===== src/rtl/fb_step_pkg.sv =====
package fb_step_pkg;

    localparam int NUM_W        = 56;
    localparam int DEN_W        = 32;
    localparam int INT_W        = 25;
    localparam int STEP_W       = 56;
    localparam int DATA_W       = NUM_W;
    localparam int INT_MIN      = 1;
    localparam int INT_MAX      = 1 << (INT_W - 1);
    localparam int FRAC_MIN_INT = 10;
    localparam int STEP_MAX     = 1 << 24;
    localparam int XW           = NUM_W + 1;
    localparam int IW           = INT_W + 1;

    typedef logic [NUM_W-1:0]  num_t;
    typedef logic [DEN_W-1:0]  den_t;
    typedef logic [INT_W-1:0]  whole_t;
    typedef logic [STEP_W-1:0] step_t;

    typedef struct packed {
        whole_t whole;
        num_t   num;
        den_t   den;
    } ratio_t;

    typedef enum logic [1:0] {
        SEL_NUM  = 2'd0,
        SEL_DEN  = 2'd1,
        SEL_INT  = 2'd2,
        SEL_STEP = 2'd3
    } wr_sel_e;

    localparam ratio_t RATIO_RST = '{whole: whole_t'(1), num: '0, den: den_t'(1)};

    // Legal window for a candidate ratio; integer part carried one bit wider.
    function automatic logic ratio_legal(input logic [IW-1:0] iw, input num_t n);
        logic nz;
        nz = (n != '0);
        return (iw >= IW'(INT_MIN)) && (iw <= IW'(INT_MAX)) &&
               !((iw == IW'(INT_MAX)) && nz) &&
               !(nz && (iw < IW'(FRAC_MIN_INT)));
    endfunction

endpackage


===== src/rtl/fb_step_regs.sv =====
module fb_step_regs
    import fb_step_pkg::*;
(
    input  logic              clk,
    input  logic              rst,
    input  logic              wr_en,
    input  logic [1:0]        wr_sel,
    input  logic [DATA_W-1:0] wr_data,
    output ratio_t            staged,
    output step_t             step_word
);
    wr_sel_e sel;
    assign sel = wr_sel_e'(wr_sel);

    always_ff @(posedge clk) begin
        if (rst) begin
            staged    <= RATIO_RST;
            step_word <= '0;
        end else if (wr_en) begin
            unique case (sel)
                SEL_NUM:  staged.num   <= num_t'(wr_data);
                SEL_DEN:  staged.den   <= wr_data[DEN_W-1:0];
                SEL_INT:  staged.whole <= wr_data[INT_W-1:0];
                SEL_STEP: step_word    <= step_t'(wr_data);
            endcase
        end
    end
endmodule


===== src/rtl/fb_step_calc.sv =====
module fb_step_calc
    import fb_step_pkg::*;
(
    input  ratio_t cur,
    input  step_t  step_word,
    input  logic   inc,
    input  logic   dec,
    output ratio_t nxt,
    output logic   accept,
    output logic   reject
);
    logic            go;
    logic            step_bad;
    logic [XW-1:0]   den_x;
    logic [XW-1:0]   num_x;
    logic [XW-1:0]   step_x;
    logic [XW-1:0]   sum_up;
    logic [XW-1:0]   cand_num;
    logic [IW-1:0]   cand_int;

    assign go     = inc ^ dec;
    assign den_x  = XW'(cur.den);
    assign num_x  = XW'(cur.num);
    assign step_x = XW'(step_word);
    assign sum_up = num_x + step_x;

    assign step_bad = (step_x > XW'(STEP_MAX)) || (step_x >= den_x);

    always_comb begin
        cand_int = {1'b0, cur.whole};
        if (inc) begin
            if (sum_up >= den_x) begin
                cand_num = sum_up - den_x;
                cand_int = cand_int + IW'(1);
            end else begin
                cand_num = sum_up;
            end
        end else begin
            if (num_x >= step_x) begin
                cand_num = num_x - step_x;
            end else begin
                cand_num = num_x + den_x - step_x;
                cand_int = cand_int - IW'(1);
            end
        end
    end

    assign reject = go && (step_bad || !ratio_legal(cand_int, cand_num[NUM_W-1:0]) ||
                           cand_num[NUM_W]);
    assign accept = go && !reject;

    always_comb begin
        nxt.whole = cand_int[INT_W-1:0];
        nxt.num   = cand_num[NUM_W-1:0];
        nxt.den   = cur.den;
    end
endmodule


===== src/rtl/fb_step_adjust.sv =====
module fb_step_adjust
    import fb_step_pkg::*;
(
    input  logic              clk,
    input  logic              rst,
    input  logic              wr_en,
    input  logic [1:0]        wr_sel,
    input  logic [DATA_W-1:0] wr_data,
    input  logic              soft_reset,
    input  logic              step_inc,
    input  logic              step_dec,
    output logic [INT_W-1:0]  ratio_int,
    output logic [NUM_W-1:0]  ratio_num,
    output logic [DEN_W-1:0]  ratio_den,
    output logic              limit_hit
);
    ratio_t staged;
    step_t  step_word;
    ratio_t active;
    ratio_t nxt;
    logic   accept;
    logic   reject;
    logic   flag_q;

    fb_step_regs u_regs (
        .clk       (clk),
        .rst       (rst),
        .wr_en     (wr_en),
        .wr_sel    (wr_sel),
        .wr_data   (wr_data),
        .staged    (staged),
        .step_word (step_word)
    );

    fb_step_calc u_calc (
        .cur       (active),
        .step_word (step_word),
        .inc       (step_inc),
        .dec       (step_dec),
        .nxt       (nxt),
        .accept    (accept),
        .reject    (reject)
    );

    always_ff @(posedge clk) begin
        if (rst) begin
            active <= RATIO_RST;
            flag_q <= 1'b0;
        end else if (soft_reset) begin
            active <= staged;
            flag_q <= 1'b0;
        end else begin
            if (accept) active <= nxt;
            if (reject) flag_q <= 1'b1;
        end
    end

    assign ratio_int = active.whole;
    assign ratio_num = active.num;
    assign ratio_den = active.den;
    assign limit_hit = flag_q;

    p_soft_copy_r3: assert property (@(posedge clk) disable iff (rst)
        soft_reset |=> (active == $past(staged)) && !flag_q)
        else $error("soft reset copy failed");

    p_both_hold_r6: assert property (@(posedge clk) disable iff (rst)
        (step_inc && step_dec && !soft_reset) |=> $stable(active) && $stable(flag_q))
        else $error("both strobes changed state");

    p_in_range_r7: assert property (@(posedge clk) disable iff (rst)
        (accept && !soft_reset) |=> (active.whole >= whole_t'(INT_MIN)) &&
                                    (active.whole <= whole_t'(INT_MAX)))
        else $error("accepted step left range");

    p_refuse_r8: assert property (@(posedge clk) disable iff (rst)
        (reject && !soft_reset) |=> flag_q && $stable(active))
        else $error("refused step altered ratio");

    p_sticky_r9: assert property (@(posedge clk) disable iff (rst)
        (flag_q && !soft_reset) |=> flag_q)
        else $error("limit flag dropped");
endmodule


===== config.mk =====
export PLATFORM = sky130hd
export DESIGN_NAME = fb_step_adjust
export DESIGN_NICKNAME = d
export VERILOG_FILES = /design/src/rtl/fb_step_pkg.sv /design/src/rtl/fb_step_regs.sv /design/src/rtl/fb_step_calc.sv /design/src/rtl/fb_step_adjust.sv
export SDC_FILE = /design/constraint.sdc
export NUM_CORES = 1
export LEC_CHECK = 0
export BUFFER_PORTS_ARGS = -buffer_cell sky130_fd_sc_hd__buf_2
export CORE_AREA = 2 2 256 258
export DETAILED_ROUTE_END_ITERATION = 10
export DIE_AREA = 0 0 258 260
export REMOVE_ABC_BUFFERS = 1
export SYNTH_ARGS = -nofsm -noshare
export SYNTH_HDL_FRONTEND = slang
export SYNTH_SLANG_ARGS = --single-unit
export TNS_END_PERCENT = 100

===== constraint.sdc =====
create_clock -name clk -period 20 [get_ports clk]
set_clock_uncertainty 0.15 [all_clocks]
set_input_delay 1 -clock clk [delete_from_list [all_inputs] [get_ports clk]]
set_output_delay 1 -clock clk [all_outputs]
set_load 0.01 [all_outputs]

==> results of run 1 <==
worst reg2reg max path: stages (launching register included):
cell and delay [ps]:
dfxtp_1 660, inv_1 90, ha_1 420, or4_1 660
a211oi_2 550, o31ai_2 240, o41ai_1 520, xnor2_1 230
inv_1 120, ha_1 460, and2_1 250, nand3_1 140
nor4_1 240, and4_1 310, nand3_1 130, or4_4 460
and4_1 470, nand2_2 700, mux2_2 420, o21ai_0 350
nand4_1 230, nor4_1 450, nand4_1 250, o31ai_4 1120
and2_2 560, buf_4 750, mux2_2 450, a21oi_1 130
power breakdown:
part,switching [mW],internal [mW],total (mW),leakage [nW]
registers,0.0286,0.583,0.612,2.30
logic,0.822,0.396,1.22,10.3
clock network,0.297,0.420,0.717,0.617
cell type report:
cell class                 count  area [um^2]
inverter                     345         1290
clock buffer                  53         1090
tap                          855         1070
sequential                   283         5670
clock inverter                12          175
multi-input combinational   3212        20900
fill                        6632        32800
antenna                        1         2.50
timing repair buffer         210         1140
synthesized netlist by cell type, types with 10 or more instances:
| cell | n |
|---|---|
| a21o_1 | 69 |
| or2_2 | 12 |
| clkbuf_1 | 182 |
| buf_1 | 21 |
| or3_1 | 27 |
| nand2_1 | 624 |
| o21a_1 | 27 |
| buf_2 | 13 |
| fa_1 | 58 |
| nor2b_1 | 41 |
| nand3_1 | 110 |
| a31oi_1 | 37 |
| inv_1 | 338 |
| o211ai_1 | 46 |
| ha_1 | 235 |
| nand4_1 | 58 |
| a21oi_1 | 462 |
| dfxtp_1 | 283 |
| a311oi_1 | 12 |
| a211oi_1 | 36 |
| nor3_1 | 66 |
| o21ai_1 | 28 |
| o221ai_1 | 22 |
| o21ai_0 | 234 |
| nor2_1 | 276 |
| xnor2_1 | 159 |
| o21bai_1 | 26 |
| and2_1 | 18 |
| or4_1 | 13 |
| o2111ai_1 | 10 |
| xor2_1 | 54 |
| o22ai_1 | 12 |
| nand2b_1 | 31 |
| mux2i_1 | 65 |
| a221oi_1 | 18 |
| nand3b_1 | 11 |
| a21boi_0 | 15 |
| and3_1 | 28 |
| o31a_1 | 10 |
| o31ai_1 | 37 |
| nor4_1 | 70 |
through the flow:
stage,cell area (um^2),total power [mW]
after global routing,31300,2.64
after CTS,31300,2.51
final,31300,2.55
after detailed placement,30000,1.79
after global placement,30000,1.80
after floorplan,27800,1.36
layer usage:
layer | global-route usage, % | wire, um
met5 | 0 | 38
met4 | 12.8 | 4780
met3 | 6.80 | 12500
met2 | 58.2 | 56300
met1 | 52.2 | 56300
worst min path at each step:
stage                                         from                         end  slack, ps  cells past startpoint
global route        u_regs.staged[33]$_SDFFE_PP0P_   ratio_num[1]$_SDFFE_PP0P_        300                      2
CTS                 u_regs.staged[33]$_SDFFE_PP0P_   ratio_num[1]$_SDFFE_PP0P_        290                      2
global placement    u_regs.staged[86]$_SDFFE_PP0P_  ratio_num[54]$_SDFFE_PP0P_        280                      2
floorplan           u_regs.staged[58]$_SDFFE_PP0P_  ratio_num[26]$_SDFFE_PP0P_        270                      2
finish              u_regs.staged[33]$_SDFFE_PP0P_   ratio_num[1]$_SDFFE_PP0P_        290                      2
detailed placement  u_regs.staged[86]$_SDFFE_PP0P_  ratio_num[54]$_SDFFE_PP0P_        280                      2
flip-flops by register name, summed over array words and instances, names as in the netlist:
name,count
ratio_num,56
u_regs.staged,113
ratio_int,25
limit_hit,1
u_regs.step_word,56
ratio_den,32
cells by family (layout without fill, tap and decap cells):
| family | Yosys count | after routing | synth area share (%) |
|---|---|---|---|
| XOR/XNOR | 213 | 213 | 6.50 |
| AND/OR/NAND/NOR | 1430 | 1430 | 23.1 |
| AO/OA/AOI/OAI | 1201 | 1201 | 25.9 |
| adder cells (fa/ha/maj) | 293 | 293 | 14.3 |
| other | 0 | 1 | 0 |
| multiplexers | 75 | 75 | 2.66 |
| buffers and inverters | 574 | 620 | 7.84 |
| flip-flops | 283 | 283 | 19.7 |
==> impl_metrics.csv, run 1 <==
group,metric,value,unit
timing,tns,0,ps
clock_network,h-tree-depth,2,
die,ioPinCount,178,
clock_network,cts_tree,"built",
timing,fin_crit_sh,57.9,%
finish,final_cells,4971,
worst_setup_path,crit_family,"simple AND/OR/NAND/NOR gates",
clock_network,clock_sinks,283,
timing,worstMarginPinSlew,1310,ps
synthesis,synth_edf_count,0,
job,maxCapViolations,0,
synthesis,ys.warnings.count,0,
worst_setup_path,crit_fanout,43,
clock_network,ctsResizeCount,0,
clock_network,ctsHoldBuffers,0,
finish,area_delta_synth_final,8.96,%
worst_setup_path,cpMaxStageDelayCell,"o31ai_4",
clock_network,cts_root_buffer,"clkbuf_16",
finish,layout-drive-gt1-share,8.29,%
worst_setup_path,worst_r2r_endpoint,"ratio_num[7]$_SDFFE_PP0P_",
die,start_util,44.8,%
global_routing,first_global_vias,28700,
synthesis,netlist_instances,4069,
routing,ant_nets,0,
clock_network,clk_path_buf_depth,3,
clock_network,clkLatencyLatePin,600,ps
global_routing,grt_max_degree,90,
routing,drt_pass1_iterations,6,
worst_setup_path,cp-startpoint,"u_regs.step_word[3]$_SDFFE_PP0P_",
synthesis,synth_top_area_share,19.7,%
routing,wirelength,130000,um
finish,finalNetCount,4447,
routing,route.detailed.drc,0,
worst_setup_path,setup.worst_path.end,"ratio_num[7]$_SDFFE_PP0P_",
worst_setup_path,crit_arrival,11940,ps
finish,final_util,48.8,%
timing,relSlewSlack,12.7,%
timing,min_period,11570,ps
global_routing,grt_pass1_wl,190000,um
die,die_w,258,um
timing,rsz0062_at_grt,"false",
die,dieArea,0.0671,mm^2
timing,hold_ws,288,ps
hold_path,hp-class,"reg2reg",
synthesis,synthDistinctLibCells,100,
worst_setup_path,r2r-start,"u_regs.step_word[3]$_SDFFE_PP0P_",
status,status,"finished clean",
worst_setup_path,r2r_slack,8430,ps
timing,setup_viol,0,
worst_setup_path,rr_worst_depth,27,
timing,hold_violations,0,
synthesis,yosys.area.top_type,"dfxtp_1",
die,fp.coreArea,0.0641,mm^2
routing,viasPerCell,6.25,
worst_setup_path,endpoint_kind,"flop",
place,pre_cts_slack,8830,ps
power_and_ir_drop,ir_worst_vdd,0.0000620,V
place,portBuffers,177,
timing,max_freq,0.0864,GHz
place,place_congestion,1.02,
global_routing,grt_overflow,0,
timing,worst_slack,8430,ps
synthesis,postSynthAreaPerCell,7.06,um^2
worst_setup_path,slowest_delay,1120,ps
clock_network,cts_inserted_buffers,38,
place,placed_cells,4905,
finish,final_common_cell,"nand2_1",
worst_setup_path,path_depth,27,
place,hpwl,101000,um
finish,final_cell_mix,"624 x nand2_1, 462 x a21oi_1, 338 x inv_1, 283 x dfxtp_1, 272 x nor2_1",
global_routing,grt_util_all_layers,37.5,%
synthesis,syn_area,0.0287,mm^2
synthesis,synthFlopType,"dfxtp_1",
synthesis,seq_area_frac_synth,19.7,%
power_and_ir_drop,power_density,81.4,mW/mm^2
die,num_rows,93,
timing,final_max_slew_viol_count,0,
worst_setup_path,cp.buffers_inverters,3,
power_and_ir_drop,p_leak,13.3,nW
routing,wl_per_cell,26.1,um
routing,num_vias,31100,
worst_setup_path,cp.required,20370,ps
synthesis,synthTopCellsByArea,"dfxtp_1 20%, ha_1 10%, nand2_1 8.2%, a21oi_1 8.1%, xnor2_1 4.8%",
routing,drtIter0Drc,3711,
synthesis,ys_ff_latch,283,
synthesis,async_flop_share,0,%
die,die_y,260,um
clock_network,cts.clk_slew.worst_paths,60,ps
worst_setup_path,critPathKind,"reg2reg",
clock_network,cts_setup_buffers,0,
worst_setup_path,start_kind,"flop",
global_routing,antenna_found_initial,5,
No activity file was read; power rests on OpenSTA's default activity.
==> inputs of run 2 (changes only) <==
--- a/config.mk
+++ b/config.mk
@@ -5,10 +5,11 @@
 export SDC_FILE = /design/constraint.sdc
 export NUM_CORES = 1
 export LEC_CHECK = 0
+export ABC_AREA = 1
 export BUFFER_PORTS_ARGS = -buffer_cell sky130_fd_sc_hd__buf_2
-export CORE_AREA = 2 2 256 258
+export CORE_AREA = 2 2 275 277
 export DETAILED_ROUTE_END_ITERATION = 10
-export DIE_AREA = 0 0 258 260
+export DIE_AREA = 0 0 277 279
 export REMOVE_ABC_BUFFERS = 1
 export SYNTH_ARGS = -nofsm -noshare
 export SYNTH_HDL_FRONTEND = slang
==> constraint.sdc (replaced) <==
create_clock -name clk -period 10.48 [get_ports clk]
set_clock_uncertainty 0.15 [all_clocks]
set_input_delay 0.524 -clock clk [delete_from_list [all_inputs] [get_ports clk]]
set_output_delay 0.524 -clock clk [all_outputs]
set_load 0.01 [all_outputs]
==> impl_metrics.csv, run 2 <==
group,metric,value,unit
global_routing,grtUsageMet2,68.9,%
routing,drtIter0Drc,3587,
place,portBuffers,177,
hold_path,hp-class,"in2reg",
timing,min_period,8560,ps
finish,final_cell_area,0.0358,mm^2
timing,hold_violations,0,
routing,viasPerCell,5.62,
global_routing,met3_usage,5.84,%
job,maxCapViolations,0,
finish,nFillCells,8111,
place,hpwl,133000,um
clock_network,cts_setup_buffers,0,
worst_setup_path,critPathKind,"reg2reg",
power_and_ir_drop,ir_worst_vdd,0.000124,V
place,placed_cell_area,0.0345,mm^2
clock_network,clkLatencyLatePin,610,ps
global_routing,grt_max_degree,110,
timing,setup_viol,0,
routing,num_vias,37400,
finish,area_delta_synth_final,7.84,%
finish,largest_reg_flops,113,
synthesis,synth_top_area_share,17.1,%
die,fp.coreArea,0.0741,mm^2
synthesis,postSynthAreaPerCell,5.92,um^2
routing,wl_per_cell,24.1,um
timing,final_max_slew_viol_count,0,
routing,ant_nets,0,
worst_setup_path,endpoint_kind,"flop",
clock_network,cts_root_buffer,"clkbuf_16",
timing,rsz0062_at_grt,"false",
synthesis,ys.warnings.count,0,
global_routing,antenna_found_initial,2,
status,status,"finished clean",
global_routing,grt.busiest_layer,"met2",
worst_setup_path,cpMaxStageDelayCell,"nand3_1",
synthesis,syn_area,0.0332,mm^2
synthesis,synth_edf_count,0,
die,ioPinCount,178,
finish,layout-drive-gt1-share,9.53,%
clock_network,clock_sinks,283,
power_and_ir_drop,p_leak,18.1,nW
finish,final_cell_mix,"1,270 x nand2_1, 892 x inv_1, 703 x nor2_1, 461 x a21oi_1, 393 x o21ai_0",
power_and_ir_drop,finalPower,6.48,mW
synthesis,synthTopCellsByArea,"dfxtp_1 17%, nand2_1 14%, inv_1 10%, ha_1 8.9%, nor2_1 8.0%",
finish,final_common_cell,"nand2_1",
worst_setup_path,cp.required,10780,ps
worst_setup_path,crit_top_cell,"nor2_1",
die,die_y,279,um
synthesis,ys_ff_latch,283,
clock_network,cts_inserted_buffers,36,
finish,finalNetCount,6020,
finish,regMostFlops,"u_regs.staged",
clock_network,clk_path_buf_depth,3,
clock_network,h-tree-depth,2,
place,place_congestion,1.06,
clock_network,ctsResizeCount,0,
global_routing,met1_usage,46.7,%
synthesis,seq_area_frac_synth,17.1,%
routing,route.detailed.drc,0,
timing,tns,0,ps
global_routing,grt_overflow,0,
routing,wirelength,160000,um
global_routing,grt_util_all_layers,40.2,%
global_routing,grt_pass1_wl,233000,um
synthesis,yosys-top-cells-count,"1,270 x nand2_1, 892 x inv_1, 706 x nor2_1",
die,die_w,277,um
synthesis,synthDistinctLibCells,59,
global_routing,first_global_vias,35900,
synthesis,yosys.area.top_type,"dfxtp_1",
clock_network,ctsHoldBuffers,0,
worst_setup_path,crit_fanout,30,
synthesis,netlist_instances,5607,
synthesis,synthFlopType,"dfxtp_1",
synthesis,synth_most_common_cell,"nand2_1",
die,dieArea,0.0773,mm^2
die,start_util,44.8,%
power_and_ir_drop,power_density,181,mW/mm^2
synthesis,async_flop_share,0,%
clock_network,cts.clk_slew.worst_paths,60,ps
timing,fin_crit_sh,81.7,%
worst_setup_path,crit_arrival,8860,ps
timing,relSlewSlack,23.4,%
routing,drt_pass1_iterations,7,
clock_network,cts_tree,"built",
timing,max_freq,0.117,GHz
timing,worstMarginPinSlew,1140,ps
worst_setup_path,start_kind,"flop",
die,num_rows,100,
worst_setup_path,slowest_delay,660,ps
-- run 2: layout make-up --
cell class | instances | area (um^2) | share of cell area (%)
multi-input cells | 4158 | 22900 | 63.9
flip-flops and latches | 283 | 5670 | 15.8
inverters | 978 | 3690 | 10.3
well taps | 969 | 1210 | 3.39
repair buffers | 206 | 1120 | 3.13
clock buffers | 47 | 982 | 2.74
clock inverters | 16 | 265 | 0.741
diodes | 2 | 5.00 | 0.0140
-- run 2: power breakdown --
part | total [mW] | internal (mW) | switching [mW]
sequential | 1.24 | 1.15 | 0.0866
clock | 1.34 | 0.793 | 0.551
combinational | 3.90 | 1.09 | 2.81
total | 6.48 | 3.03 | 3.45
-- run 2: logic make-up after synthesis --
group                    after synthesis  synth area share (%)
buffers and inverters               1166                  14.1
AND/OR/NAND/NOR                     2622                  34.3
flip-flops                           283                  17.1
XOR/XNOR                             166                  4.38
adder cells (fa/ha/maj)              293                  12.4
AO/OA/AOI/OAI                       1076                  17.7
multiplexers                           1                0.0302
-- run 2: worst paths after layout --
check | startpoint | endpoint | slack (ps) | depth (start not counted)
setup / recovery | u_regs.step_word[15]$_SDFFE_PP0P_ | ratio_num[55]$_SDFFE_PP0P_ | 1920 | 36
hold reg to reg | u_regs.staged[39]$_SDFFE_PP0P_ | u_regs.staged[39]$_SDFFE_PP0P_ | 300 | 2
setup reg to reg | u_regs.step_word[15]$_SDFFE_PP0P_ | ratio_num[55]$_SDFFE_PP0P_ | 1920 | 36
hold / removal | wr_data[33] | u_regs.staged[65]$_SDFFE_PP0P_ | 40 | 3
-- run 2: worst max-delay path, delay by kind of cell (launching register included) --
kind | cells | cell delay (ps)
buffers and inverters | 7 | 1530
AOI/OAI and AO/OA | 6 | 1290
xor gates and xnor gates | 1 | 350
adders and majority gates | 2 | 790
and+or+nand+nor | 20 | 3690
DFF | 1 | 470
-- run 2: through the flow --
| step | setup slack, ps | utilization [%] | hold slack [ps] | instances |
|---|---|---|---|---|
| after floorplan | 2780 | - | 276 | 5419 |
| after global placement | 2340 | 46.6 | 286 | 6594 |
| after detailed placement | 2290 | 46.6 | 290 | 6594 |
| after CTS | 2250 | 48.3 | 22.3 | 6657 |
| after global routing | 1600 | 48.3 | 48.1 | 6657 |
| final | 1920 | 48.3 | 38.3 | 6659 |
-- run 2: layer usage --
layer	vias up	share of wire [%]
met3	426	6.7
met4	2	7.9
met2	1572	46
li1	17900	-
met5	-	0.0075
met1	17500	39
